File: src/rtl/rta_pkg.sv
package rta_pkg;
  localparam int ACT_W    = 5;
  localparam int ACT_CONT = 0;
  localparam int ACT_FIX  = 1;
  localparam int ACT_SAVE = 2;
  localparam int ACT_INTR = 3;
  localparam int ACT_TRAP = 4;
  localparam int CODE_W   = 2;
  localparam logic [CODE_W-1:0] CODE_IBEMPTY = 2'd3;
  typedef logic [ACT_W-1:0] act_t;
endpackage

File: src/rtl/rta_err_rank.sv
module rta_err_rank #(
  parameter int N_ERR  = 3,
  parameter int CODE_W = 2
) (
  input  logic [N_ERR-1:0]  err_i,
  output logic [CODE_W-1:0] code_o
);
  // lowest index wins: scan from the top so the last hit is the smallest
  always_comb begin
    code_o = '0;
    for (int k = N_ERR - 1; k >= 0; k--) begin
      if (err_i[k]) code_o = CODE_W'(k + 1);
    end
  end
endmodule

File: src/rtl/rta_wake_qual.sv
module rta_wake_qual #(
  parameter int WDC_W  = 8,
  parameter int WAKE_W = 16
) (
  input  logic [WDC_W-1:0]  wdc_i,
  input  logic [WAKE_W-1:0] wake_i,
  output logic              irq_ok_o
);
  always_comb irq_ok_o = (wdc_i == '0) && (|wake_i);
endmodule

File: src/rtl/rta_decide.sv
module rta_decide
  import rta_pkg::*;
(
  input  logic [CODE_W-1:0] code_i,
  input  logic              cross_i,
  input  logic              hint_i,
  input  logic              last_word_i,
  input  logic              irq_ok_i,
  output act_t              act_o,
  output logic              inc_page_o,
  output logic              nx_cross_o,
  output logic              nx_hint_o
);
  always_comb begin
    act_o      = '0;
    inc_page_o = 1'b0;
    nx_cross_o = cross_i;
    nx_hint_o  = hint_i;
    if (code_i != '0) begin
      act_o[ACT_TRAP] = 1'b1;
      nx_cross_o      = 1'b0;
      nx_hint_o       = 1'b1;          // error clear drops the hint; re-raise it
      inc_page_o      = (code_i == CODE_IBEMPTY);
    end else if (!hint_i) begin
      act_o[ACT_CONT] = 1'b1;
    end else if (cross_i) begin
      if (!last_word_i) begin
        act_o[ACT_FIX] = 1'b1;
        inc_page_o     = 1'b1;
        nx_cross_o     = 1'b0;
      end else begin
        act_o[ACT_SAVE] = 1'b1;
      end
    end else if (irq_ok_i) begin
      act_o[ACT_INTR] = 1'b1;
    end else begin
      act_o[ACT_CONT] = 1'b1;
      nx_hint_o       = 1'b0;
    end
  end
endmodule

File: src/rtl/refill_trap_arbiter.sv
module refill_trap_arbiter
  import rta_pkg::*;
#(
  parameter int WDC_W      = 8,
  parameter int WAKE_W     = 16,
  parameter int N_ERR      = 3,
  parameter int VA_W       = 24,
  parameter int PAGE_WORDS = 256
) (
  input  logic              clk,
  input  logic              rst_n,
  input  logic              eval_i,
  input  logic              cross_set_i,
  input  logic              cross_clr_i,
  input  logic              hint_set_i,
  input  logic              last_word_i,
  input  logic              buf_empty_i,
  input  logic [WDC_W-1:0]  wdc_i,
  input  logic [WAKE_W-1:0] wake_i,
  input  logic [N_ERR-1:0]  err_i,
  input  logic [VA_W-1:0]   vpage_i,
  output logic [ACT_W-1:0]  act_o,
  output logic [CODE_W-1:0] err_code_o,
  output logic [VA_W-1:0]   vpage_o,
  output logic              refill_two_o,
  output logic              cross_o,
  output logic              hint_o
);
  localparam logic [VA_W-1:0] PAGE_STEP = VA_W'(PAGE_WORDS);

  logic [CODE_W-1:0] code_w;
  logic              irq_ok_w, inc_w, dcross_w, dhint_w;
  act_t              dact_w;

  rta_err_rank #(.N_ERR(N_ERR), .CODE_W(CODE_W)) u_rank (
    .err_i(err_i), .code_o(code_w));

  rta_wake_qual #(.WDC_W(WDC_W), .WAKE_W(WAKE_W)) u_qual (
    .wdc_i(wdc_i), .wake_i(wake_i), .irq_ok_o(irq_ok_w));

  rta_decide u_dec (
    .code_i(code_w), .cross_i(cross_o), .hint_i(hint_o),
    .last_word_i(last_word_i), .irq_ok_i(irq_ok_w),
    .act_o(dact_w), .inc_page_o(inc_w),
    .nx_cross_o(dcross_w), .nx_hint_o(dhint_w));

  logic              cross_n, hint_n, two_n;
  logic [ACT_W-1:0]  act_n;
  logic [CODE_W-1:0] code_n;
  logic [VA_W-1:0]   vpage_n;
  logic              rec_en;

  always_comb begin
    rec_en  = eval_i;
    cross_n = cross_o;
    hint_n  = hint_o;
    act_n   = '0;
    two_n   = 1'b0;
    code_n  = err_code_o;
    vpage_n = vpage_o;
    if (eval_i) begin
      cross_n = dcross_w;
      hint_n  = dhint_w;
      act_n   = dact_w;
      code_n  = code_w;
      vpage_n = inc_w ? (vpage_i + PAGE_STEP) : vpage_i;
      two_n   = dact_w[ACT_FIX] & buf_empty_i;
    end
    if (cross_clr_i) cross_n = 1'b0;
    if (hint_set_i)  hint_n  = 1'b1;
    if (cross_set_i) begin
      cross_n = 1'b1;
      hint_n  = 1'b1;
    end
  end

  always_ff @(posedge clk or negedge rst_n) begin
    if (!rst_n) begin
      cross_o      <= 1'b0;
      hint_o       <= 1'b0;
      act_o        <= '0;
      refill_two_o <= 1'b0;
    end else begin
      cross_o      <= cross_n;
      hint_o       <= hint_n;
      act_o        <= act_n;
      refill_two_o <= two_n;
    end
  end

  always_ff @(posedge clk or negedge rst_n) begin
    if (!rst_n) begin
      err_code_o <= '0;
      vpage_o    <= '0;
    end else if (rec_en) begin
      err_code_o <= code_n;
      vpage_o    <= vpage_n;
    end
  end

  AST_ACT_ONEHOT: assert property (@(posedge clk) disable iff (!rst_n)
    $onehot0(act_o)) else $error("act not onehot0");
  AST_ACT_AFTER_EVAL: assert property (@(posedge clk) disable iff (!rst_n)
    eval_i |=> $countones(act_o) == 1) else $error("no action after eval");
  AST_TRAP_STATE: assert property (@(posedge clk) disable iff (!rst_n)
    eval_i && (|err_i) && !cross_set_i && !cross_clr_i |=> act_o[ACT_TRAP] && !cross_o && hint_o)
    else $error("trap state wrong");
  AST_SAVE_KEEPS: assert property (@(posedge clk) disable iff (!rst_n)
    eval_i && !cross_clr_i && cross_o && hint_o && last_word_i && !(|err_i) |=> act_o[ACT_SAVE] && cross_o)
    else $error("save lost flag");
  AST_FIX_PAGE: assert property (@(posedge clk) disable iff (!rst_n)
    eval_i && cross_o && hint_o && !last_word_i && !(|err_i) |=> act_o[ACT_FIX] && vpage_o == $past(vpage_i) + PAGE_STEP)
    else $error("fix page wrong");
  AST_INTR_QUAL: assert property (@(posedge clk) disable iff (!rst_n)
    eval_i && !cross_o && hint_o && !(|err_i) && (wdc_i != '0 || wake_i == '0) |=> !act_o[ACT_INTR])
    else $error("unqualified interrupt");
endmodule

File: config.mk
export PLATFORM = sky130hd
export DESIGN_NAME = refill_trap_arbiter
export DESIGN_NICKNAME = d
export VERILOG_FILES = /design/src/rtl/rta_pkg.sv /design/src/rtl/rta_err_rank.sv /design/src/rtl/rta_wake_qual.sv /design/src/rtl/rta_decide.sv /design/src/rtl/refill_trap_arbiter.sv
export SDC_FILE = /design/constraint.sdc
export NUM_CORES = 1
export LEC_CHECK = 0
export ABC_AREA = 0
export BUFFER_PORTS_ARGS = -buffer_cell sky130_fd_sc_hd__buf_4
export CORE_MARGIN = 3
export CORE_UTILIZATION = 40
export CTS_BUF_LIST = sky130_fd_sc_hd__clkbuf_2
export DETAILED_ROUTE_END_ITERATION = 8
export GPL_ROUTABILITY_DRIVEN = 0
export PLACE_DENSITY = 0.78
export SYNTH_ARGS = -nofsm -noshare
export SYNTH_HDL_FRONTEND = slang
export SYNTH_SLANG_ARGS = --single-unit
File: constraint.sdc
create_clock -name clk -period 1.5 [get_ports clk]
set_input_delay 0.3 -clock clk [delete_from_list [all_inputs] [get_ports clk]]
set_output_delay 0.3 -clock clk [all_outputs]
set_load 0.02 [all_outputs]
==> summary.md, run 1 <==
| Metric | Value |
|---|---|
| Die width | `70.96 um` |
| Cells along the critical path | `and3b_2, o2111ai_4, or4_4, a31oi_4` |
| Remaining global-route overflow | `0` |
| Fraction of registers with async set or reset after synthesis | `1.000` |
| Final instance area | `2668 um2` |
| Endpoints failing hold | `0` |
| Final Skew | `23.92 ps` |
| Switch share | `0.3066` |
| Initial antenna violation count | `0` |
| RR Startpoint | `hint_o` |
| Status | `finished, violations left` |
| Fraction of layout cells with a size suffix above 1 | `0.5106` |
| Hold Crit Depth | `2` |
| Flops & latches, synth | `34` |
| Area leader, netlist | `dfrtp_1` |
| Clock Tree Buf Depth | `2` |
| Main synth FF type | `dfrtp_1` |
| Flop pwr share | `0.508` |
| Total track usage | `0.1836` |
| IO Count | `93` |
| Register-to-Register Path Depth | `4` |
| FP Rows | `22` |
| Flop2flop setup slack | `-20 ps` |
| Relative slew slack | `0.7130` |
| Final net count | `341` |
| Gate Count Post-Synth | `166` |
| Placed inst area | `2580 um2` |
| ANT cells | `0` |
| Internal cell power | `1.403 mW` |
| Worst skew pair latency | `360 ps` |
| Post-route setup slack | `-21.62 ps` |
| Num CTS Buffers | `5` |
| WP data required | `1810 ps` |
| Largest net degree at the start of global routing | `35` |
| Via density | `5.239` |
| Max VDD drop | `0.0003901 V` |
| Register area share after synthesis | `0.5041` |
| Failing checks | `setup timing` |
| Die Span Y | `70.96 um` |
| Setup CP Type | `reg2reg` |
| H-Tree Depth | `2` |
| Worst Hold Class | `in2reg` |
| Clk slew on worst S/H paths | `180 ps` |
| Max Cap Viol | `0` |
| Fmax | `0.6572 GHz` |
| Starting Density | `0.4380` |
| EDFF count, synth | `0` |
| Leakage power | `1.237 nW` |
| FILL cells | `303` |
| Finish-stage setup viols | `4` |
| Routed len/inst | `14.23 um` |
| Post-route ant nets | `0` |
| First-pass GRT wire length | `7307 um` |
| Slowest CP cell | `or4_4` |
| CP bufs+invs | `0` |
| TritonCTS clock tree | `yes` |
| Commonest non-fill, non-tap cell in the layout | `buf_4` |
| Pwr Density | `758.6 nW/um2` |
| Period minus WS final | `1522 ps` |
| Synth Cell Area | `1688 um2` |
| Comb pwr share | `0.287` |
| DRT Pass-1 Iters | `4` |
| Die area | `5035 um2` |
| Synth area leaders | `dfrtp_1, mux2_2, nor2_1` |
| Critical path startpoint category | `flop` |
| Crit path max fanout | `5` |
| Util after Layout | `0.6922` |
| Worst-Margin Slew | `430.5 ps` |
| Area Overhead vs Synth | `58.04%` |
| Clock power share | `0.204` |
| Crit Reg-Reg Endpoint | `vpage_o[21]` |
| Drt first-iter violations | `72` |
| Most frequent cells in the layout | `buf_4, dfrtp_1, nor2_1` |
| DRC | `0` |
| Clock sink count | `34` |
| Final Power | `2.024 mW` |
| Setup tns final | `-33.24 ps` |
| Syn Area/Cell | `10.17 um2` |
| Final worst path period share | `1.014` |
| Count of different cell masters after synthesis | `35` |
| Hold wc startpoint | `buf_empty_i` |
| Number of port buffers | `92` |
| Max-slew violations | `0` |
| Area of the core | `3854 um2` |
| Critical path capture point type | `flop` |
| Syn Nets | `226` |
| Vias in the first global route | `1580` |
| Arrival @ worst endpoint | `1830 ps` |
| Ys Warns | `0` |
| Largest stage delay on the critical path | `560 ps` |
| Net switching power | `620.4 uW` |
| Vias | `1729` |
| RSZ-0062 raised after global routing | `yes` |
| Drt total wl | `4695 um` |
| Area share of the largest cell type after synthesis | `0.5041` |
| Final HPWL DP | `3707 um` |
| Family with the most delay on the worst path | `simple AND/OR/NAND/NOR gates` |
| Hold EP | `refill_two_o` |
| Root buffer cell | `clkbuf_2` |
[power groups by stage]
stage	combinational [mW]	sequential (mW)	clock [mW]
detailed placement	0.575	1.05	0
CTS	0.579	1.03	0.427
global route	0.628	1.04	0.474
floorplan	0.140	1.14	0
finish	0.581	1.03	0.414
global placement	0.563	1.04	0
[worst register-to-register path: stages (launching register included)]
cell	delay (ps)
dfrtp_2	380
and3b_2	260
o2111ai_4	150
or4_4	560
a31oi_4	140
[logic make-up (layout without fill, tap and decap cells)]
logic type | Yosys count | count (layout) | share of synthesized area
and+or+nand+nor | 65 | 65 | 0.2024
AOI/OAI and AO/OA | 40 | 40 | 0.1601
DFF | 34 | 34 | 0.5041
buffers and inverters | 11 | 127 | 0.03410
muxes | 10 | 10 | 0.06598
xor gates and xnor gates | 5 | 5 | 0.02594
adders and majority gates | 1 | 1 | 0.007412
[timing repair]
item,CTS,global route
hold buffers,1,0
hold endpoints to repair,34,0
buffers inserted,0,0
resized for setup,1,8
setup endpoints to repair,10,11
pin swaps,5,5
[layer usage]
| layer | track usage | routed length [um] | vias up |
|---|---|---|---|
| li1 | - | - | 844 |
| met1 | 0.2368 | 1892 | 816 |
| met2 | 0.3028 | 2420 | 67 |
| met3 | 0.05966 | 367 | 2 |
| met4 | 0.03758 | 14 | 0 |
| met5 | 0 | 0 | - |
[final cells by class]
type,instances,area (um2),share of cell area
timing repair buffer,116,893.4,0.3349
sequential,34,853.3,0.3199
multi-input combinational,121,810.8,0.3039
tap,48,60.06,0.02251
clock buffer,6,30.03,0.01126
inverter,3,11.26,0.004221
clock inverter,2,8.758,0.003283
[registers in the layout, indices dropped and copies added (netlist names)]
register / cells
act_o: 5
err_code_o: 2
refill_two_o: 1
vpage_o: 24
hint_o: 1
cross_o: 1
[cells in the mapped netlist (2+ instances only)]
master     n
dfrtp_1   34
nand4_1    2
and2_1     2
clkbuf_1   3
a31o_2     2
nor4_1     6
or4_1      4
mux2_2     9
nand3_1    4
nor2_1    21
o211ai_1   3
buf_6      2
xor2_1     5
and3_1     2
inv_1      3
or3_1      6
nor3_1     3
o21ai_0    8
nand2_1   10
a31oi_1   10
buf_1      2
o31ai_1    4
a21oi_1    9
[through the flow]
step           setup slack, ps  hold WS, ps  instances
2_1_floorplan           -100.4        4.409        166
3_3_place_gp            -154.2        270.6        321
6_report                -21.62        132.8        330
3_5_place_dp            -219.0        270.2        321
5_1_grt                 -88.23        86.04        330
4_1_cts                 -38.60        105.4        330
[worst max path at each step]
stage                     start     endpoint  slack (ps)  depth (start not counted)
floorplan               cross_o  vpage_o[21]        -100                          5
global placement    last_word_i  vpage_o[20]        -150                          6
detailed placement  last_word_i  vpage_o[21]        -220                          5
CTS                      hint_o  vpage_o[21]         -40                          4
global route             hint_o  vpage_o[17]         -90                          5
finish                   hint_o  vpage_o[21]         -20                          4
(Power assumes the default switching activity.)
==> inputs of run 2 (changes only) <==
- ABC_AREA: 0 -> 1
- PLACE_DENSITY: 0.78 -> 0.76
- SKIP_LAST_GASP: default -> 1
==> summary.md, run 2 <==
| Metric | Value |
|---|---|
| Synth area leaders | `dfrtp_1, nand2_1, nor2_1 (was dfrtp_1, mux2_2, nor2_1)` |
| Family with the most delay on the worst path | `simple AND/OR/NAND/NOR gates (unchanged)` |
| Max-slew violations | `0 (unchanged)` |
| Syn Area/Cell | `7.326 um2 (was 10.17 um2)` |
| Flops & latches, synth | `34 (unchanged)` |
| WP data required | `1810 ps (about the same)` |
| RSZ-0062 raised after global routing | `no (was yes)` |
| Fmax | `0.7486 GHz (was 0.6572 GHz)` |
| Routing usage on met3 | `0.04406 (was 0.05966)` |
| Fraction of registers with async set or reset after synthesis | `1.000 (unchanged)` |
| Biggest regs | `vpage_o x24, act_o x5, err_code_o x2 (unchanged)` |
| Status | `finished clean (was finished, violations left)` |
| Grt met2 use | `0.3395 (was 0.3028)` |
| Vias | `1990 (was 1729)` |
| Die Span Y | `75.27 um (was 70.96 um)` |
| Max FFs per register | `24 (unchanged)` |
| Setup CP Type | `reg2reg (unchanged)` |
| Crit path max fanout | `14 (was 5)` |
| FILL cells | `449 (was 303)` |
| Final instance area | `2735 um2 (was 2668 um2)` |
| Period minus WS final | `1336 ps (was 1522 ps)` |
| Placed instance count | `401 (was 321)` |
| Starting Density | `0.4261 (was 0.4380)` |
| Gate Count Post-Synth | `262 (was 166)` |
| DRT Pass-1 Iters | `4 (unchanged)` |
| Relative slew slack | `0.7078 (was 0.7130)` |
| Placed inst area | `2646 um2 (was 2580 um2)` |
| Setup tns final | `0 ps (was -33.24 ps)` |
| Drt total wl | `5021 um (was 4695 um)` |
| Die width | `75.27 um (was 70.96 um)` |
| EDFF count, synth | `0 (unchanged)` |
| Final Power | `2.250 mW (was 2.024 mW)` |
| Area leader, netlist | `dfrtp_1 (unchanged)` |
| Leakage power | `1.460 nW (was 1.237 nW)` |
| Count of different cell masters after synthesis | `32 (was 35)` |
| Most Frequent Cell on Critical Path | `nand2_1` |
| Area of the core | `4504 um2 (was 3854 um2)` |
| Num CTS Buffers | `5 (unchanged)` |
| Via density | `4.842 (was 5.239)` |
| Synth Cell Area | `1919 um2 (was 1688 um2)` |
| Fin cells | `411 (was 330)` |
| Finish-stage setup viols | `0 (was 4)` |
| Worst-Margin Slew | `438.3 ps (was 430.5 ps)` |
| Slowest CP cell | `dfrtp_2 (was or4_4)` |
| Clock sink count | `34 (unchanged)` |
| Most common cell in the netlist | `nand2_1 (was dfrtp_1)` |
| Util after Layout | `0.6072 (was 0.6922)` |
| Pwr Density | `822.5 nW/um2 (was 758.6 nW/um2)` |
| DRC | `0 (unchanged)` |
| Critical path startpoint category | `flop (unchanged)` |
| Commonest non-fill, non-tap cell in the layout | `nand2_1 (was buf_4)` |
| Initial antenna violation count | `0 (unchanged)` |
| H-Tree Depth | `2 (unchanged)` |
| Arrival @ worst endpoint | `1640 ps (was 1830 ps)` |
| Vias in the first global route | `1912 (was 1580)` |
| Max VDD drop | `0.0003658 V (was 0.0003901 V)` |
| Main synth FF type | `dfrtp_1 (unchanged)` |
| Area share of the largest cell type after synthesis | `0.4433 (was 0.5041)` |
| Clk slew on worst S/H paths | `190 ps (was 180 ps)` |
| Cells along the critical path | `nand3_1, nand2_2, nand2_4, inv_2, nand2_1, nand2_1, nand2_1, nand2_1 (was and3b_2, o2111ai_4, or4_4, a31oi_4)` |
| Drt first-iter violations | `74 (was 72)` |
| TritonCTS clock tree | `yes (unchanged)` |
| Die area | `5666 um2 (was 5035 um2)` |
| Top post-synthesis cells by count | `nand2_1, nor2_1, dfrtp_1, inv_1, nand3_1 (was dfrtp_1, nor2_1, a31oi_1, nand2_1)` |
| Largest stage delay on the critical path | `480 ps (was 560 ps)` |
| Syn Nets | `322 (was 226)` |
| CP bufs+invs | `1 (was 0)` |
| Largest net degree at the start of global routing | `35 (unchanged)` |
| Total track usage | `0.1921 (was 0.1836)` |
| RR Startpoint | `hint_o (unchanged)` |
| Met1 Track Usage GR | `0.2357 (was 0.2368)` |
| Final worst path period share | `0.8906 (was 1.014)` |
| FP Rows | `24 (was 22)` |
| Register area share after synthesis | `0.4433 (was 0.5041)` |
| ANT cells | `0 (unchanged)` |
| Root buffer cell | `clkbuf_2 (unchanged)` |
| Ys Warns | `0 (unchanged)` |
| Endpoints failing hold | `0 (unchanged)` |
| Post-route ant nets | `0 (unchanged)` |
| Critical path capture point type | `flop (unchanged)` |
| Final Skew | `11.29 ps (was 23.92 ps)` |
| Final HPWL DP | `3950 um (was 3707 um)` |
| Fraction of layout cells with a size suffix above 1 | `0.3426 (was 0.5106)` |
| Worst Hold Class | `in2reg (unchanged)` |
| First-pass GRT wire length | `8369 um (was 7307 um)` |
| Worst skew pair latency | `390 ps (was 360 ps)` |
| Most frequent cells in the layout | `nand2_1, buf_4, nor2_1 (was buf_4, dfrtp_1, nor2_1)` |
| Max Cap Viol | `0 (unchanged)` |
| GRT busiest layer | `met2 (unchanged)` |
| Area Overhead vs Synth | `42.50% (was 58.04%)` |
| Worst setup path startpoint | `hint_o (unchanged)` |
| Routed len/inst | `12.22 um (was 14.23 um)` |
| Biggest register | `vpage_o (unchanged)` |
| Clock Tree Buf Depth | `2 (unchanged)` |
| Hold wc startpoint | `vpage_i[4] (was buf_empty_i)` |
| Final net count | `418 (was 341)` |
| IO Count | `93 (unchanged)` |
| Remaining global-route overflow | `0 (unchanged)` |
| Number of port buffers | `92 (unchanged)` |
-- run 2: changes by cell type after synthesis, sizes merged, moves of 4 or more --
cell,delta
nand2,+101
nor2,+23
inv,+15
mux2,-9
nand3,+9
a21oi,-7
or3,-6
a31oi,-5
nor4,-5
o21ai,-5
or4,-4
-- run 2: worst paths after layout --
| check | to | slack, ps | cells after the start |
|---|---|---|---|
| hold / removal | vpage_o[4] | 90 | 3 |
| max in group asynchronous | hint_o | 810 | 2 |
| setup reg to reg | vpage_o[23] | 160 | 8 |
| hold reg to reg | vpage_o[5] | 500 | 2 |
| min in group asynchronous | refill_two_o | 370 | 2 |
| setup / recovery | vpage_o[23] | 160 | 8 |
-- run 2: per-stage QoR --
step	setup WS (ps)	hold slack, ps
after floorplan	254.3	4.409
after global placement	94.27	272.9
after detailed placement	51.87	275.6
after CTS	107.0	73.09
after global routing	11.59	63.08
final	164.1	93.54
-- run 2: power breakdown --
part           internal (mW)  switching (mW)
logic                  0.274           0.329
clock network          0.280           0.332
registers              0.992          0.0431
-- run 2: tightest hold or removal path, stage by stage --
cell,delay (ps)
buf_4,80
nand2_1,40
nand2_1,50
-- run 2: cells by family after synthesis --
family                     synth area share
buffers and inverters               0.05997
DFF                                  0.4433
and+or+nand+nor                      0.4042
AOI/OAI and AO/OA                   0.05867
adders and majority gates          0.006518
xor gates and xnor gates            0.02738
-- run 2: final cells by class --
class                      instances  area [um2]  share of cell area
clock buffer                       5       25.02            0.009149
clock inverter                     3       45.04             0.01647
inverter                          19       71.32             0.02608
multi-input combinational        202       953.4              0.3486
sequential                        34       852.1              0.3115
tap                               52       65.06             0.02379
timing repair buffer              96       723.2              0.2644
-- run 2: layer usage --
metal | wire (um) | vias up
met5 | 0 | -
met2 | 2493 | 63
met3 | 406 | 7
met1 | 2065 | 900
li1 | - | 1020
met4 | 56 | 0
-- run 2: what timing repair did --
item,4_1_cts,5_1_grt
hold buffers,1,0
endpoints found under the hold margin,34,0
setup endpoints to repair,0,4
gates resized for setup,0,1
setup buffers,0,1
==> inputs of run 3 (changes only) <==
- PLACE_DENSITY: 0.76 -> default
- PLACE_DENSITY_LB_ADDON: default -> 0.25
==> summary.md, run 3 (synthesized netlist as in run 2, its figures left out) <==
| Metric | Value |
|---|---|
| Via density | `4.783 (was 4.842)` |
| Grt met2 use | `0.2998 (was 0.3395)` |
| Relative slew slack | `0.7205 (was 0.7078)` |
| IO Count | `93 (unchanged)` |
| Final worst path period share | `0.8899 (was 0.8906)` |
| Routing usage on met3 | `0.04005 (was 0.04406)` |
| Endpoints failing hold | `0 (unchanged)` |
| Finish-stage setup viols | `0 (unchanged)` |
| H-Tree Depth | `2 (unchanged)` |
| Fraction of layout cells with a size suffix above 1 | `0.3380 (was 0.3426)` |
| Commonest non-fill, non-tap cell in the layout | `nand2_1 (unchanged)` |
| Critical path startpoint category | `flop (unchanged)` |
| Worst setup path startpoint | `hint_o (unchanged)` |
| Die Span Y | `75.27 um (unchanged)` |
| Max VDD drop | `0.0003882 V (was 0.0003658 V)` |
| DRC | `0 (unchanged)` |
| Drt first-iter violations | `71 (was 74)` |
| Vias | `1961 (was 1990)` |
| Area of the multi-input gates | `953.4 um2 (unchanged)` |
| Cells along the critical path | `nand3_1, nand2_2, nand2_4, inv_2, nand2_1, nand2_1, nand2_1, nand2_1 (unchanged)` |
| Flop2flop setup slack | `170 ps (was 160 ps)` |
| Area Overhead vs Synth | `42.05% (was 42.50%)` |
| Max Cap Viol | `0 (unchanged)` |
| Fin cells | `410 (was 411)` |
| Critical path capture point type | `flop (unchanged)` |
| FILL cells | `421 (was 449)` |
| Slowest CP cell | `dfrtp_1 (was dfrtp_2)` |
| Number of port buffers | `92 (unchanged)` |
| Root buffer cell | `clkbuf_2 (unchanged)` |
| Worst-Margin Slew | `419.2 ps (was 438.3 ps)` |
| Num CTS Buffers | `5 (unchanged)` |
| Die width | `75.27 um (unchanged)` |
| Initial antenna violation count | `0 (unchanged)` |
| Worst skew pair latency | `380 ps (was 390 ps)` |
| Setup CP Type | `reg2reg (unchanged)` |
| Setup crit end | `vpage_o[23] (unchanged)` |
| Routed len/inst | `11.80 um (was 12.22 um)` |
| Biggest regs | `vpage_o x24, act_o x5, err_code_o x2 (unchanged)` |
| Fmax | `0.7492 GHz (was 0.7486 GHz)` |
| Largest net degree at the start of global routing | `35 (unchanged)` |
| Status | `finished clean (unchanged)` |
| GRT busiest layer | `met2 (unchanged)` |
| Largest stage delay on the critical path | `460 ps (was 480 ps)` |
| Arrival @ worst endpoint | `1620 ps (was 1640 ps)` |
| Worst Hold Class | `in2reg (unchanged)` |
| Final Skew | `11.70 ps (was 11.29 ps)` |
| Remaining global-route overflow | `0 (unchanged)` |
| Register-to-Register Path Depth | `8 (unchanged)` |
| WP data required | `1790 ps (was 1810 ps)` |
| Clock Tree Buf Depth | `2 (unchanged)` |
| Sequential Area | `850.8 um2 (was 852.1 um2)` |
| Crit path max fanout | `14 (unchanged)` |
| CTS resizes | `0 (unchanged)` |
| Die area | `5666 um2 (unchanged)` |
| ANT cells | `0 (unchanged)` |
| Setup tns final | `0 ps (unchanged)` |
| Crit Reg-Reg Endpoint | `vpage_o[23] (unchanged)` |
| Met1 Track Usage GR | `0.2364 (was 0.2357)` |
| Clock sink count | `34 (unchanged)` |
| Max-slew violations | `0 (unchanged)` |
| Period minus WS final | `1335 ps (was 1336 ps)` |
| Most frequent cells in the layout | `nand2_1, buf_4, nor2_1 (unchanged)` |
| RSZ-0062 raised after global routing | `no (unchanged)` |
| Post-route ant nets | `0 (unchanged)` |
| Clk slew on worst S/H paths | `190 ps (about the same)` |
| Starting Density | `0.4261 (unchanged)` |
| FP Rows | `24 (unchanged)` |
| First-pass GRT wire length | `7907 um (was 8369 um)` |
| Leakage power | `1.456 nW (was 1.460 nW)` |
| Pwr Density | `826.6 nW/um2 (was 822.5 nW/um2)` |
| DRT Pass-1 Iters | `4 (unchanged)` |
| RR Startpoint | `hint_o (unchanged)` |
| Total track usage | `0.1789 (was 0.1921)` |
| Placed instance count | `401 (unchanged)` |
| Max FFs per register | `24 (unchanged)` |
| Vias in the first global route | `1826 (was 1912)` |
| Area of the core | `4504 um2 (unchanged)` |
| Biggest register | `vpage_o (unchanged)` |
| TritonCTS clock tree | `yes (unchanged)` |
| Drt total wl | `4837 um (was 5021 um)` |
| Final net count | `417 (was 418)` |
| Most Frequent Cell on Critical Path | `nand2_1 (unchanged)` |
| Final HPWL DP | `3800 um (was 3950 um)` |
==> run 3: changes by cell type in the layout (fill, tap and decap cells not counted) <==
cell     previous run  this run
buf_4              95        94
dfrtp_1            33        34
dfrtp_2             1         0
==> run 3: layout make-up <==
cell class / count / area share
sequential: 34 / 0.3121
tap: 52 / 0.02386
inverter: 19 / 0.02616
clock buffer: 5 / 0.009179
timing repair buffer: 95 / 0.2625
multi-input combinational: 202 / 0.3497
clock inverter: 3 / 0.01652
==> run 3: worst max-delay path: cells and delay by family, from the launching register on <==
kind          cells  cell delay (ps)
buf+inv           1              130
flops             1              460
simple gates      7              640
==> run 3: metrics by stage <==
stage	util	area (um2)	worst slack [ps]	hold slack (ps)	total power, mW
final	0.6053	2726	165.2	103.6	2.254
after global routing	0.6053	2726	30.23	68.01	2.388
after CTS	0.6053	2726	165.7	77.11	2.282
after detailed placement	0.5875	2646	80.34	272.5	1.656
after global placement	0.5875	2646	107.5	271.6	1.650
after floorplan	-	1919	254.3	4.409	1.340
==> run 3: per-layer routing <==
layer	routed length, um	up-vias
li1	-	1014
met1	2220	883
met2	2264	56
met3	301	8
met4	50	0
met5	0	-
==> run 3: worst min-delay path by stage <==
stage                           from         end  slack (ps)  cells after the start
after floorplan                rst_n    act_o[0]           4                      0
after global placement         rst_n    act_o[3]         270                      1
after detailed placement       rst_n    act_o[3]         270                      1
after CTS                 vpage_i[3]  vpage_o[3]          80                      3
after global routing      vpage_i[1]  vpage_o[1]          70                      3
final                     vpage_i[3]  vpage_o[3]         100                      3
==> run 3: what timing repair did <==
action                     in CTS  in global routing
hold buffers                    1                  0
hold endpoints to repair       34                  0
setup endpoints to repair       0                  0
buffers inserted                0                  0
==> run 3: where the power goes <==
group | total, mW | leakage [nW] | internal (mW) | switching (mW)
clock | 0.619 | 0.0352 | 0.280 | 0.338
sequential | 1.03 | 0.413 | 0.992 | 0.0414
combinational | 0.602 | 1.01 | 0.273 | 0.329
total | 2.25 | 1.46 | 1.54 | 0.709
